## src/rtl/spi_cs_pkg.sv

```systemverilog
package spi_cs_pkg;
    localparam int BUS_W    = 32;
    localparam int POL_BIT  = 1;
    localparam int CLKD_LSB = 2;
    localparam int CLKD_W   = 4;
    localparam int WL_LSB   = 7;
    localparam int WL_W     = 5;
    localparam int HOLD_BIT = 12;
    localparam int CLKD_MAX = 12;
    localparam int WL_MIN   = 3;
    localparam int A_CTRL   = 0;
    localparam int A_TX     = 1;
    localparam int A_RX     = 2;
    localparam int A_STAT   = 3;

    typedef struct packed {
        logic              hold;
        logic [WL_W-1:0]   wl;
        logic [CLKD_W-1:0] clkd;
        logic              pol;
    } chan_cfg_t;

    function automatic chan_cfg_t cfg_from_word(input logic [BUS_W-1:0] w);
        chan_cfg_t c;
        c.pol  = w[POL_BIT];
        c.clkd = w[CLKD_LSB +: CLKD_W];
        c.wl   = w[WL_LSB +: WL_W];
        c.hold = w[HOLD_BIT];
        return c;
    endfunction

    function automatic logic [BUS_W-1:0] cfg_to_word(input chan_cfg_t c);
        logic [BUS_W-1:0] w;
        w = '0;
        w[POL_BIT]              = c.pol;
        w[CLKD_LSB +: CLKD_W]   = c.clkd;
        w[WL_LSB +: WL_W]       = c.wl;
        w[HOLD_BIT]             = c.hold;
        return w;
    endfunction
endpackage

```

## src/rtl/spi_shift_engine.sv

```systemverilog
module spi_shift_engine #(
    parameter int DW   = 32,
    parameter int WLW  = 5,
    parameter int KW   = 4,
    parameter int KMAX = 12,
    parameter int WMIN = 3
) (
    input  logic           clk,
    input  logic           rst_n,
    input  logic           start,
    input  logic [DW-1:0]  tx_word,
    input  logic [WLW-1:0] wl_i,
    input  logic [KW-1:0]  clkd_i,
    input  logic           miso_i,
    output logic           busy_o,
    output logic           sclk_o,
    output logic           mosi_o,
    output logic [DW-1:0]  rx_o,
    output logic           fin_o
);
    localparam int CW = (KMAX > 0) ? KMAX : 1;

    typedef struct packed {
        logic           busy;
        logic           sclk;
        logic [CW-1:0]  cnt;
        logic [CW-1:0]  lim;
        logic [WLW-1:0] bitn;
        logic [WLW-1:0] wl;
        logic [DW-1:0]  sh;
        logic [DW-1:0]  rx;
    } eng_t;

    eng_t q, d;
    logic fin;
    logic [KW-1:0]  k_eff;
    logic [WLW-1:0] wl_eff;

    always_comb begin
        d      = q;
        fin    = 1'b0;
        k_eff  = (clkd_i > KW'(KMAX)) ? KW'(KMAX) : clkd_i;
        wl_eff = (wl_i < WLW'(WMIN)) ? WLW'(WMIN) : wl_i;
        if (!q.busy) begin
            if (start) begin
                d.busy = 1'b1;
                d.sclk = 1'b0;
                d.cnt  = '0;
                d.lim  = CW'((32'd1 << k_eff) - 32'd1);
                d.wl   = wl_eff;
                d.bitn = wl_eff;
                d.sh   = tx_word;
                d.rx   = '0;
            end
        end else if (q.cnt == q.lim) begin
            d.cnt = '0;
            if (!q.sclk) begin
                d.sclk = 1'b1;
                d.rx   = {q.rx[DW-2:0], miso_i};
            end else begin
                d.sclk = 1'b0;
                if (q.bitn == '0) begin
                    d.busy = 1'b0;
                    fin    = 1'b1;
                end else begin
                    d.bitn = q.bitn - 1'b1;
                end
            end
        end else begin
            d.cnt = q.cnt + 1'b1;
        end
    end

    always_ff @(posedge clk or negedge rst_n) begin
        if (!rst_n) q <= '0;
        else        q <= d;
    end

    assign busy_o = q.busy;
    assign sclk_o = q.sclk;
    assign mosi_o = q.busy ? q.sh[q.bitn] : 1'b0;
    assign rx_o   = q.rx;
    assign fin_o  = fin;

    assert_bit_index_R8: assert property (@(posedge clk) disable iff (!rst_n)
        q.busy |-> (q.bitn <= q.wl));
    assert_phase_bound_R7: assert property (@(posedge clk) disable iff (!rst_n)
        q.busy |-> (q.cnt <= q.lim));
    assert_sclk_idle_low_R6: assert property (@(posedge clk) disable iff (!rst_n)
        $fell(q.busy) |-> !q.sclk);
endmodule

```

## src/rtl/spi_cs_pads.sv

```systemverilog
module spi_cs_pads #(
    parameter int NCH = 4,
    parameter int CHW = (NCH > 1) ? $clog2(NCH) : 1
) (
    input  logic           master_i,
    input  logic [NCH-1:0] pol_i,
    input  logic [NCH-1:0] hold_i,
    input  logic           xfer_i,
    input  logic [CHW-1:0] ch_i,
    output logic [NCH-1:0] cs_o,
    output logic [NCH-1:0] cs_oe
);
    for (genvar i = 0; i < NCH; i++) begin : g_line
        logic asserted;
        assign asserted = master_i && ((xfer_i && (ch_i == CHW'(i))) || hold_i[i]);
        assign cs_o[i]  = asserted ^ pol_i[i];
        assign cs_oe[i] = master_i;
    end
endmodule

```

## src/rtl/spi_multi_cs_master.sv

```systemverilog
module spi_multi_cs_master #(
    parameter int NCH = 4,
    parameter int AW  = $clog2(NCH) + 1
) (
    input  logic                          clk,
    input  logic                          rst_n,
    input  logic                          bus_wr,
    input  logic [AW-1:0]                 bus_addr,
    input  logic [spi_cs_pkg::BUS_W-1:0]  bus_wdata,
    output logic [spi_cs_pkg::BUS_W-1:0]  bus_rdata,
    output logic                          sclk_o,
    output logic                          mosi_o,
    input  logic                          miso_i,
    output logic [NCH-1:0]                cs_o,
    output logic [NCH-1:0]                cs_oe
);
    import spi_cs_pkg::*;
    localparam int CHW = $clog2(NCH);
    localparam logic [AW-1:0] ADR_CTRL = AW'(A_CTRL);
    localparam logic [AW-1:0] ADR_TX   = AW'(A_TX);
    localparam logic [AW-1:0] ADR_RX   = AW'(A_RX);
    localparam logic [AW-1:0] ADR_STAT = AW'(A_STAT);

    typedef struct packed {
        logic                      master;
        logic [CHW-1:0]            tgt;
        logic [CHW-1:0]            run;
        logic [NCH-1:0]            done;
        chan_cfg_t [NCH-1:0]       cfg;
    } regs_t;

    regs_t q, d;
    logic start, busy, fin;
    logic [BUS_W-1:0] rx_word;
    logic [NCH-1:0] polv, holdv;

    always_comb begin
        d     = q;
        start = bus_wr && (bus_addr == ADR_TX) && q.master && !busy;
        if (bus_wr) begin
            if (bus_addr == ADR_CTRL) begin
                d.master = bus_wdata[0];
                d.tgt    = bus_wdata[CHW:1];
            end else if (bus_addr[AW-1]) begin
                d.cfg[bus_addr[CHW-1:0]] = cfg_from_word(bus_wdata);
            end
        end
        if (start) begin
            d.run          = q.tgt;
            d.done[q.tgt]  = 1'b0;
        end
        if (fin) d.done[q.run] = 1'b1;
    end

    always_ff @(posedge clk or negedge rst_n) begin
        if (!rst_n) q <= '0;
        else        q <= d;
    end

    always_comb begin
        bus_rdata = '0;
        if (bus_addr == ADR_CTRL) begin
            bus_rdata[0]     = q.master;
            bus_rdata[CHW:1] = q.tgt;
        end else if (bus_addr == ADR_RX) begin
            bus_rdata = rx_word;
        end else if (bus_addr == ADR_STAT) begin
            bus_rdata[0]       = busy;
            bus_rdata[4 +: NCH] = q.done;
        end else if (bus_addr[AW-1]) begin
            bus_rdata = cfg_to_word(q.cfg[bus_addr[CHW-1:0]]);
        end
    end

    for (genvar i = 0; i < NCH; i++) begin : g_cfgbits
        assign polv[i]  = q.cfg[i].pol;
        assign holdv[i] = q.cfg[i].hold;
    end

    spi_shift_engine #(
        .DW(BUS_W), .WLW(WL_W), .KW(CLKD_W), .KMAX(CLKD_MAX), .WMIN(WL_MIN)
    ) u_eng (
        .clk(clk), .rst_n(rst_n), .start(start), .tx_word(bus_wdata),
        .wl_i(q.cfg[q.tgt].wl), .clkd_i(q.cfg[q.tgt].clkd), .miso_i(miso_i),
        .busy_o(busy), .sclk_o(sclk_o), .mosi_o(mosi_o), .rx_o(rx_word), .fin_o(fin)
    );

    spi_cs_pads #(.NCH(NCH), .CHW(CHW)) u_pads (
        .master_i(q.master), .pol_i(polv), .hold_i(holdv),
        .xfer_i(busy), .ch_i(q.run), .cs_o(cs_o), .cs_oe(cs_oe)
    );

    assert_slave_undriven_R4: assert property (@(posedge clk) disable iff (!rst_n)
        !q.master |-> (cs_oe == '0));
    assert_single_select_R5: assert property (@(posedge clk) disable iff (!rst_n)
        (busy && q.master && (holdv == '0)) |-> ($countones(cs_o ^ polv) == 1));
    assert_slave_tx_ignored_R6: assert property (@(posedge clk) disable iff (!rst_n)
        (bus_wr && (bus_addr == ADR_TX) && !q.master && !busy) |=> !busy);
endmodule

```

## config.mk

```make
export PLATFORM = sky130hd
export DESIGN_NAME = spi_multi_cs_master
export DESIGN_NICKNAME = d
export VERILOG_FILES = /design/src/rtl/spi_cs_pkg.sv /design/src/rtl/spi_shift_engine.sv /design/src/rtl/spi_cs_pads.sv /design/src/rtl/spi_multi_cs_master.sv
export SDC_FILE = /design/constraint.sdc
export NUM_CORES = 1
export LEC_CHECK = 0
export CORE_AREA = 5 5 164 166
export CTS_CLUSTER_SIZE = 28
export DETAILED_ROUTE_END_ITERATION = 16
export DIE_AREA = 0 0 169 171
export DONT_BUFFER_PORTS = 1
export PLACE_DENSITY = 0.44
export REMOVE_ABC_BUFFERS = 1
export SYNTH_ARGS = -nofsm -noshare
export SYNTH_HDL_FRONTEND = slang
export SYNTH_SLANG_ARGS = --single-unit
```

## constraint.sdc

```tcl
create_clock -name clk -period 3 [get_ports clk]
set_input_delay 0.45 -clock clk [delete_from_list [all_inputs] [get_ports clk]]
set_output_delay 0.45 -clock clk [all_outputs]
set_load 0.03 [all_outputs]
```

==> impl_metrics.ini <==
[worst_setup_path]
critical_path_arrival_ns = 2.33
cp_max_fo = 12
path_cells = mux4_2, mux4_2, nand2_1, a21oi_1, buf_4
slowest_delay_ns = 0.56
end_kind = output port
cp_num_buf_inv = 1
start_kind = flip-flop
reg2reg_from = q[50]$_DFFE_PN0P_
rr_worst_depth = 7
crit_required_ns = 2.55
cp_slowest_cell = dfrtp_2
path_common_cell = mux4_2
r2r_end = u_eng.q[84]$_DFFE_PN0P_
regToRegSetupSlack_ns = 0.23
cp_top_family = multiplexers
crit_type = reg -> out

[floorplan]
start_util = 0.291
pin_count = 81
fp-row-count = 59
die_w_um = 169
die-area_um2 = 28900
core_area_um2 = 25500
fp.dieH_um = 171

[drt]
wirelength_mm = 19.3
num_vias = 5279
dr.pass1.iters = 5
drt-initial-drc-count = 374
avgRoutedWirePerCell_um = 18.2
drcViolationCount = 0
drtAntennaViolNets = 0
viasPerCell = 4.98

[yosys]
synth.distinct_cells = 52
yosys_warnings = 0
synth_edf_count = 0
synth_compound_area_frac = 0.0877
synth_top_family_by_area = simple AND/OR/NAND/NOR gates
synth_xor_xnor_area_share = 0.0260
yosys.area_share.adder = 0.00675
synth-async-reset-ratio = 1.00
synth-seq-cells = 148
syn_inst = 719
syn_area_per_cell_um2 = 10.3
synth.area.mux_share = 0.169
synthSimpleGateAreaFrac = 0.178
syn_area_um2 = 7410
yosysSeqAreaShare = 0.499
synth_flop_cell = dfrtp_1

[pwr]
power.density_nw_per_um2 = 894
p_leak_nw = 3.65
ir_drop_v = 0.000319
clock_power_share = 0.283
seqPwrFrac = 0.440
pwr-share-comb = 0.276
net-switching-power_mw = 2.59
internal-power_mw = 4.95
p_sw_frac = 0.344

[layout]
instances_no_fill = 1061
area_growth_pct = 13.7
final_layout_size_suffix_gt1_frac = 0.197
finalInstanceArea_um2 = 8430
fillers = 2586
nets = 756
register_area_um2 = 3700
multi_input_area_um2 = 3490
antenna_cells = 0

[cts]
clock_latency_ns = 0.42
htree_levels = 4
postCtsSetupRepairBufs = 0
cts.sinks = 148
clk_path_buf_depth = 2
cts_tree = yes
cts-root-buf = clkbuf_16
path_clk_slew_ns = 0.06
numCtsBuffers = 17

[job]
drv_cap = 0

[grt]
grt_max_degree = 149
grt_use_total = 0.138
antenna_found_initial = 0
grt_pass1_vias = 5466
overflow = 0
grt_pass1_wl_mm = 31.2

[placed_design]
routabilityCongestion = 0.855
placed_area_um2 = 7830
placedCellCount = 1029
hpwlAfterDp_mm = 13.5
dp_worst_setup_slack_ns = 0.231
portBuffers = 0

[timing]
rsz0062_at_grt = no
setup_viol = 0
final_max_slew_viol_count = 0
final_hold_viol_count = 148
worst_slew_pin_slew_ns = 0.892
fmax_mhz = 359
setup_slack_ns = 0.218
relSlewSlack = 0.399
whs_ns = -0.271
finalCritPeriodShare = 0.927
fin_tns_setup_ns = 0
final.min_clock_period_ns = 2.78
clock_skew_ns = 0.0104

[min_path]
hp-class = in -> async

[status]
violations = negative hold slack
outcome = finished, violations left
==> how the worst max path moves through the flow <==
stage	startpoint	endpoint	slack, ns	cells past startpoint
2_1_floorplan	q[52]$_DFFE_PN0P_	q[45]$_DFF_PN0_	-1.28	5
3_3_place_gp	q[50]$_DFFE_PN0P_	u_eng.q[84]$_DFFE_PN0P_	0.39	7
3_5_place_dp	q[50]$_DFFE_PN0P_	u_eng.q[84]$_DFFE_PN0P_	0.23	7
4_1_cts	u_eng.q[69]$_DFFE_PN0P_	mosi_o	0.15	5
5_1_grt	q[50]$_DFFE_PN0P_	u_eng.q[84]$_DFFE_PN0P_	0.0002	7
6_report	u_eng.q[69]$_DFFE_PN0P_	mosi_o	0.22	5
==> cell usage after synthesis (all sizes together), types with 2 or more instances <==
cell type,instances,area [um2]
nand2,197,739
dfrtp,148,3700
o21ai,68,340
mux2,45,507
clkbuf,35,131
mux4,29,653
and2,25,159
xnor2,19,166
buf,16,86.3
nor2,16,60.1
a31oi,11,68.8
mux2i,9,90.1
nor3,8,45.0
inv,7,26.3
nand3,7,35.0
o31ai,7,52.6
a22o,6,52.6
a21oi,5,25.0
nand2b,5,31.3
nand4,5,31.3
nor3b,5,37.5
or3,5,31.3
and3,4,25.0
ha,4,50.1
nor2b,3,18.8
or2,3,18.8
xor2,3,26.3
a211o,2,17.5
a21o,2,15.0
a221o,2,20.0
a32o,2,20.0
nand3b,2,15.0
or4,2,18.8
==> metrics by stage <==
step | hold slack, ns | power, mW | util
finish | -0.271 | 7.54 | 0.331
floorplan | 0.154 | 4.78 | -
global route | -0.300 | 8.03 | 0.331
CTS | -0.298 | 7.63 | 0.331
global placement | 0.162 | 5.38 | 0.308
detailed placement | 0.161 | 5.46 | 0.308
==> sequential cells by signal, indices dropped and copies added (netlist names) <==
| signal | flops |
|---|---|
| holdv | 4 |
| polv | 4 |
| q | 45 |
| u_eng.busy_o | 1 |
| u_eng.q | 61 |
| u_eng.rx_o | 32 |
| u_eng.sclk_o | 1 |
==> cells in the final DEF, fill, tap and decap left out, drive strengths merged, types with 8 or more instances in the layout <==
cell and n:
a31oi 11, and2 25, buf 26, clkbuf 18, clkinv 8, dfrtp 148
inv 9, mux2 45, mux2i 9, mux4 29, nand2 197, nor2 16
nor3 8, o21ai 68, xnor2 19
==> kinds of logic after synthesis <==
logic type,Yosys count
and+or+nand+nor,293
muxes,83
AOI/OAI and AO/OA,110
xor gates and xnor gates,22
DFF,148
buffers and inverters,59
adders and majority gates,4
==> repair_timing <==
| item | 4_1_cts | 5_1_grt |
|---|---|---|
| setup endpoints to repair | 1 | 0 |
| hold endpoints to repair | 148 | 148 |
| gates resized for setup | 1 | 0 |
==> power groups by stage <==
stage | sequential (mW) | clock, mW | combinational [mW]
2_1_floorplan | 3.19 | 0 | 1.59
6_report | 3.32 | 2.14 | 2.08
3_3_place_gp | 3.34 | 0 | 2.04
3_5_place_dp | 3.35 | 0 | 2.11
4_1_cts | 3.32 | 2.20 | 2.11
5_1_grt | 3.43 | 2.28 | 2.33
==> cell type report <==
type,instances,share of cell area
Multi-Input combinational cell,512,0.414
Sequential cell,148,0.440
Timing Repair Buffer,26,0.0232
Inverter,8,0.00356
Clock inverter,14,0.0183
Clock buffer,18,0.0521
Tap cell,335,0.0497
==> worst reg2reg max path, stage by stage (launching register included) <==
cell and delay [ns]:
dfrtp_1 0.60, mux4_2 0.69, nor2_1 0.35, nand3b_1 0.13, ha_1 0.30, nor4b_1 0.33
o21ai_0 0.13, a31oi_1 0.16
==> per-layer routing <==
layer	up-vias	track usage	part of all wire	wire length (um)
met4	0	0.0403	0.0093	180
met3	9	0.0354	0.045	878
li1	2474	-	-	-
met1	2702	0.186	0.45	8740
met2	94	0.222	0.49	9500
met5	-	0	0	0
(Power assumes the default switching activity.)
